[config.mk]
export PLATFORM = sky130hd
export DESIGN_NAME = codec_reg_port
export DESIGN_NICKNAME = d
export VERILOG_FILES = /design/src/rtl/codec_reg_port.sv
export SDC_FILE = /design/constraint.sdc
export NUM_CORES = 1
export LEC_CHECK = 0
export BUFFER_PORTS_ARGS = -buffer_cell sky130_fd_sc_hd__buf_2
export CELL_PAD_IN_SITES_DETAIL_PLACEMENT = 1
export CELL_PAD_IN_SITES_GLOBAL_PLACEMENT = 1
export CORE_UTILIZATION = 45
export CTS_CLUSTER_DIAMETER = 60
export DETAILED_ROUTE_END_ITERATION = 16
export GPL_TIMING_DRIVEN = 0
export PLACE_DENSITY = 0.91
export RECOVER_POWER = 50
export SLEW_MARGIN = 40
export SYNTH_ARGS = -nofsm -noshare
export SYNTH_HDL_FRONTEND = slang
export SYNTH_SLANG_ARGS = --single-unit
[constraint.sdc]
create_clock -name clk -period 1.8 [get_ports clk]
set_input_delay 0.27 -clock clk [delete_from_list [all_inputs] [get_ports clk]]
set_output_delay 0.27 -clock clk [all_outputs]
set_load 0.02 [all_outputs]
[src/rtl/codec_reg_port.sv]
module codec_reg_port (
  input  logic        clk,
  input  logic        rst_n,
  input  logic        frame_stb,
  input  logic        frame_valid,
  input  logic [1:0]  cmd_tag,
  input  logic [19:12] cmd_addr,
  input  logic [19:4] cmd_data,
  output logic [19:0] sts_slot1,
  output logic [19:0] sts_slot2,
  output logic [1:0]  sts_tag,
  output logic [6:0]  pd_ctrl,
  output logic        link_halt
);
  localparam logic [6:0] IX_RESET  = 7'h00;
  localparam logic [6:0] IX_MASTER = 7'h02;
  localparam logic [6:0] IX_HPHONE = 7'h04;
  localparam logic [6:0] IX_MIC    = 7'h0E;
  localparam logic [6:0] IX_LINE   = 7'h10;
  localparam logic [6:0] IX_CD     = 7'h12;
  localparam logic [6:0] IX_AUX    = 7'h16;
  localparam logic [6:0] IX_PCM    = 7'h18;
  localparam logic [6:0] IX_REC    = 7'h1C;
  localparam logic [6:0] IX_PWR    = 7'h26;

  localparam logic [15:0] DEF_LVL  = 16'h8000;
  localparam logic [15:0] DEF_MIC  = 16'h8008;
  localparam logic [15:0] DEF_GAIN = 16'h8808;
  localparam logic [15:0] DEF_REC  = 16'h8000;

  localparam logic [15:0] MSK_LVL  = 16'hBF3F;
  localparam logic [15:0] MSK_MIC  = 16'h805F;
  localparam logic [15:0] MSK_GAIN = 16'h9F1F;
  localparam logic [15:0] MSK_REC  = 16'h8F0F;
  localparam logic [15:0] MSK_PWR  = 16'h7F00;

  function automatic logic [4:0] sat5(input logic [5:0] f);
    return f[5] ? 5'h1F : f[4:0];
  endfunction

  function automatic logic [15:0] lvl_pack(input logic [15:0] d);
    logic [15:0] m;
    m = d & MSK_LVL;
    return {m[15], 2'b00, sat5(m[13:8]), 3'b000, sat5(m[5:0])};
  endfunction

  logic [15:0] r_master, r_hphone, r_mic, r_line, r_cd, r_aux, r_pcm, r_rec;
  logic [6:0]  r_pwr;
  logic        pend_rd;
  logic [6:0]  pend_idx;
  logic [15:0] rd_val;
  logic [3:0]  ready;

  wire [6:0]  idx    = cmd_addr[18:12];
  wire [15:0] wd     = cmd_data;
  wire        cmd_ok = frame_stb & frame_valid & cmd_tag[1] & ~cmd_addr[12];
  wire        do_rd  = cmd_ok & cmd_addr[19];
  wire        do_wr  = cmd_ok & ~cmd_addr[19] & cmd_tag[0];

  assign ready     = {~r_pwr[3], ~(r_pwr[2] | r_pwr[3]), ~r_pwr[1], ~r_pwr[0]};
  assign pd_ctrl   = r_pwr;
  assign link_halt = r_pwr[4];

  always_comb begin
    case (pend_idx)
      IX_MASTER: rd_val = r_master;
      IX_HPHONE: rd_val = r_hphone;
      IX_MIC:    rd_val = r_mic;
      IX_LINE:   rd_val = r_line;
      IX_CD:     rd_val = r_cd;
      IX_AUX:    rd_val = r_aux;
      IX_PCM:    rd_val = r_pcm;
      IX_REC:    rd_val = r_rec;
      IX_PWR:    rd_val = {1'b0, r_pwr, 4'b0000, ready};
      default:   rd_val = 16'h0000;
    endcase
  end

  always_ff @(posedge clk or negedge rst_n) begin
    if (!rst_n) begin
      sts_slot1 <= '0;
      sts_slot2 <= '0;
      sts_tag   <= 2'b00;
      pend_rd   <= 1'b0;
      pend_idx  <= '0;
    end else if (frame_stb) begin
      if (pend_rd) begin
        sts_slot1 <= {1'b0, pend_idx, 12'h000};
        sts_slot2 <= {rd_val, 4'h0};
        sts_tag   <= 2'b11;
      end else begin
        sts_slot1 <= '0;
        sts_slot2 <= '0;
        sts_tag   <= 2'b00;
      end
      pend_rd  <= do_rd;
      pend_idx <= idx;
    end
  end

  always_ff @(posedge clk or negedge rst_n) begin
    if (!rst_n) begin
      r_master <= DEF_LVL;
      r_hphone <= DEF_LVL;
      r_mic    <= DEF_MIC;
      r_line   <= DEF_GAIN;
      r_cd     <= DEF_GAIN;
      r_aux    <= DEF_GAIN;
      r_pcm    <= DEF_GAIN;
      r_rec    <= DEF_REC;
      r_pwr    <= '0;
    end else if (do_wr) begin
      case (idx)
        IX_RESET: begin
          r_master <= DEF_LVL;
          r_hphone <= DEF_LVL;
          r_mic    <= DEF_MIC;
          r_line   <= DEF_GAIN;
          r_cd     <= DEF_GAIN;
          r_aux    <= DEF_GAIN;
          r_pcm    <= DEF_GAIN;
          r_rec    <= DEF_REC;
          r_pwr    <= '0;
        end
        IX_MASTER: r_master <= lvl_pack(wd);
        IX_HPHONE: r_hphone <= lvl_pack(wd);
        IX_MIC:    r_mic    <= wd & MSK_MIC;
        IX_LINE:   r_line   <= wd & MSK_GAIN;
        IX_CD:     r_cd     <= wd & MSK_GAIN;
        IX_AUX:    r_aux    <= wd & MSK_GAIN;
        IX_PCM:    r_pcm    <= wd & MSK_GAIN;
        IX_REC:    r_rec    <= wd & MSK_REC;
        IX_PWR:    r_pwr    <= 7'((wd & MSK_PWR) >> 8);
        default: ;
      endcase
    end
  end
endmodule


==> summary.md <==
| Metric | Value |
|---|---|
| Crit end category | flip-flop |
| Failing checks | setup timing |
| # Max-Cap Violations | 0 |
| Area share of and/or/nand/nor cells after synthesis | 13.7% |
| Input/output buffers | 59 |
| Async set-reset flop share out of synthesis | 100% |
| Die width | 115 um |
| Critical Path AT | 2270 ps |
| RSZ-0062 raised after global routing | yes |
| Detailed Route Iter0 Violations | 662 |
| Main combinational cell family by area after synthesis | compound AO/OA/AOI/OAI gates |
| Area grow syn2layout | 31.5% |
| Overall routed net length | 23,600 um |
| CTS buffer count | 17 |
| Critical setup path kind | flip-flop to flip-flop |
| # rows | 40 |
| Worst VDD drop | 0.647 mV |
| Flop pwr share | 39.2% |
| Flops & latches, synth | 119 |
| Cell depth of the worst flop-to-flop path | 7 |
| Die Y | 115 um |
| Root Buffer Master | clkbuf_16 |
| ANT nets after route | 0 |
| Clock group share of total power | 49.5% |
| Post-DR vias/cell | 6.64 |
| Worst hold path class | input pin to flip-flop |
| Net Sw Power | 1.91 mW |
| First-pass GRT wire length | 33,100 um |
| Sw frac | 26.7% |
| Post-synthesis sequential area ratio | 52.4% |
| Total track usage | 35.3% |
| Status | complete, but fails checks |
| Mux cell area share after synthesis | 4.24% |
| Non-Filler Cell Area, Final | 7520 sq um |
| Mean Syn Cell Area | 10.9 sq um |
| Mapped Cells | 527 |
| Total number of vias | 5,447 |
| Worst Setup Start Kind | flip-flop |
| I/O pin total | 80 |
| DP Area | 6340 sq um |
| Worst R2R End | sts_slot2[10]$_DFFE_PN0P_ |
| Pint | 5.25 mW |
| Remaining DRCs | 0 |
| Synthesis warning total | 0 |
| Fillcell total | 1,310 |
| Flop2flop setup slack | -140 ps |
| Diode count | 0 |
| Largest net degree at the start of global routing | 64 |
| Hold Fails Final Rpt | 0 |
| PwrDens | 951 nW/um^2 |
| DP Wirelength | 13,900 um |
| Prevailing post-synth register cell | dfrtp_1 |
| Final Worst Setup Slack | -140 ps |
| Yosys top cell by area | dfrtp_1 |
| Worst R2R Start | pend_idx[2]$_DFFE_PN0P_ |
| Worst skew pair latency | 440 ps |
| Worst hold slack | 69.9 ps |
| CTS tree | done |
| Combinational Power Share | 11.3% |
| Drt first pass iters | 8 |
| Post-Synth Adder-Cell Area | 0% |
| Slew HR | 39.4% |
| Nets | 669 |
| Fmax achieved | 516 MHz |
| CTS sink count | 119 |
| Die Area | 13,200 sq um |
| Final Power | 7.15 mW |
| Yosys top cell area share | 44.6% |
| Initial Utilization | 46.9% |
| CP Data Required Time | 2130 ps |
| Synth top area cells | dfrtp_1, a22o_1, dfstp_2, o2bb2ai_1, buf_4 |
| Hold Path End | pd_ctrl[6]$_DFFE_PN0P_ |
| Worst-case clock buffer depth | 2 |
| Clock-pin slew on the worst setup and hold paths | 60 ps |
| Distinct cell type count after synthesis | 53 |
| Hold path cells | 2 |
| Post-synth EDFFs | 0 |
| Vias in the first global route | 5,513 |
| Compound-gate portion of the synthesized area | 22.4% |
| H-tree levels | 4 |
| Worst Hold Launch | cmd_data[18] |
| Least-Margin Pin Slew | 908 ps |
| GPL Wtd Cong | 0.920 |
| Min cycle time layout | 1940 ps |
| Congestion Overflow GR | 0 |
| Share of cells above drive strength 1 | 35.6% |
| Crit Path Max Fanout | 10 |
| Synth Area in XOR/XNOR | 0% |
| Initial antenna violation count | 0 |
| Clock skew | 9.27 ps |
| Final Util | 61.6% |
| Core Area | 12,200 sq um |
| Routed WL per cell | 28.7 um |
| Placement Setup Slack | -689 ps |
| Final worst path period share | 108% |
| Slew Viols, Final | 0 |
| Setup violators final | 12 |
| Area of the mapped netlist | 5720 sq um |
| Pleak | 3.36 nW |
## area by class of cell
cell class | count | area (sq um) | share of cell area (%)
Sequential cell | 119 | 3010 | 39.9
Multi-Input combinational cell | 348 | 2710 | 36.0
Timing Repair Buffer | 77 | 492 | 6.54
Clock buffer | 20 | 447 | 5.94
Buffer | 49 | 408 | 5.42
Tap cell | 168 | 210 | 2.79
Clock inverter | 12 | 153 | 2.03
Inverter | 27 | 101 | 1.35
## registers in the layout (all words and copies together) (netlist names)
name       count
pd_ctrl        7
pend_idx       7
pend_rd        1
r_aux         11
r_cd          11
r_hphone      11
r_line        11
r_master      11
r_mic          7
r_pcm         11
r_rec          9
sts_slot1      7
sts_slot2     14
sts_tag        1
## cell usage after synthesis, types with 3 or more instances
cell type,number
dfstp_2,17
mux2_2,10
and3_1,5
nand2b_1,5
a32oi_1,3
o22ai_1,16
a21oi_1,13
nor4b_1,3
nor3b_1,4
o2bb2ai_1,22
nand3b_1,5
o21ai_0,14
o22a_1,9
mux2i_1,13
a22o_1,52
nor2b_1,6
nand3_1,17
clkbuf_1,11
a22oi_1,11
nor2_2,4
and2_1,10
buf_4,21
nor2_1,36
buf_2,16
inv_1,27
nor3_1,6
dfrtp_1,102
a2bb2oi_1,7
a2111oi_0,6
nand2_1,26
## worst max path at each step
stage / from / depth (start not counted) / end / slack, ps
after floorplan: pend_idx[2]$_DFFE_PN0P_ / 7 / sts_slot2[13]$_DFFE_PN0P_ / 150
after global placement: rst_n / 1 / pend_idx[5]$_DFFE_PN0P_ / -910
after detailed placement: pend_idx[3]$_DFFE_PN0P_ / 6 / sts_slot2[5]$_DFFE_PN0P_ / -690
after CTS: pend_idx[4]$_DFFE_PN0P_ / 6 / sts_slot2[4]$_DFFE_PN0P_ / 0.9
after global routing: pend_idx[2]$_DFFE_PN0P_ / 7 / sts_slot2[10]$_DFFE_PN0P_ / -150
final: pend_idx[2]$_DFFE_PN0P_ / 7 / sts_slot2[10]$_DFFE_PN0P_ / -140
## power groups by stage
stage | sequential [mW] | combinational, mW | clock, mW
after floorplan | 2.81 | 0.331 | 0
after global placement | 2.81 | 0.573 | 0
after detailed placement | 2.82 | 0.604 | 0
after CTS | 2.79 | 0.669 | 3.53
after global routing | 2.80 | 0.839 | 3.66
final | 2.80 | 0.808 | 3.54
## critical path, cell delays in order (launching register included)
cell	delay, ps
dfrtp_1	390
buf_6	190
nor3b_2	310
a2111oi_4	70
a311oi_2	300
o21ai_2	140
buf_4	160
o32ai_1	260
## per-stage QoR
step | std cells | setup TNS [ps]
finish | 820 | -1070
global route | 820 | -1320
detailed placement | 773 | -25320
global placement | 772 | -118140
floorplan | 545 | 0
CTS | 810 | 0
## cell families (layout without fill, tap and decap cells)
group,after synthesis,after routing
muxes,23,23
DFF,119,119
AOI/OAI and AO/OA,165,165
buffers and inverters,78,185
and+or+nand+nor,141,141
other,1,19
## routing by layer
metal | routed length (um) | global-route usage, %
met1 | 8680 | 41.5
met3 | 1960 | 9.59
met2 | 11600 | 57.2
met4 | 1340 | 23.0
met5 | 0 | 0
## repair_timing
action	in CTS	in global routing
endpoints found under the setup margin	12	45
hold buffers	1	0
buffers inserted	5	10
resized for setup	61	55
endpoints found under the hold margin	50	0
pin swaps	7	9
gates cloned	0	1
## cell usage in the layout, fill, tap and decap left out, types with 19 or more instances in the layout
cell type	synthesis	routed
dfrtp_1	102	97
buf_2	16	64
a22o_1	52	52
buf_4	21	35
nor2_1	36	29
inv_1	27	27
nand2_1	26	25
o2bb2ai_1	22	20
conb_1	1	19
Power figures use the tool's default switching activity.
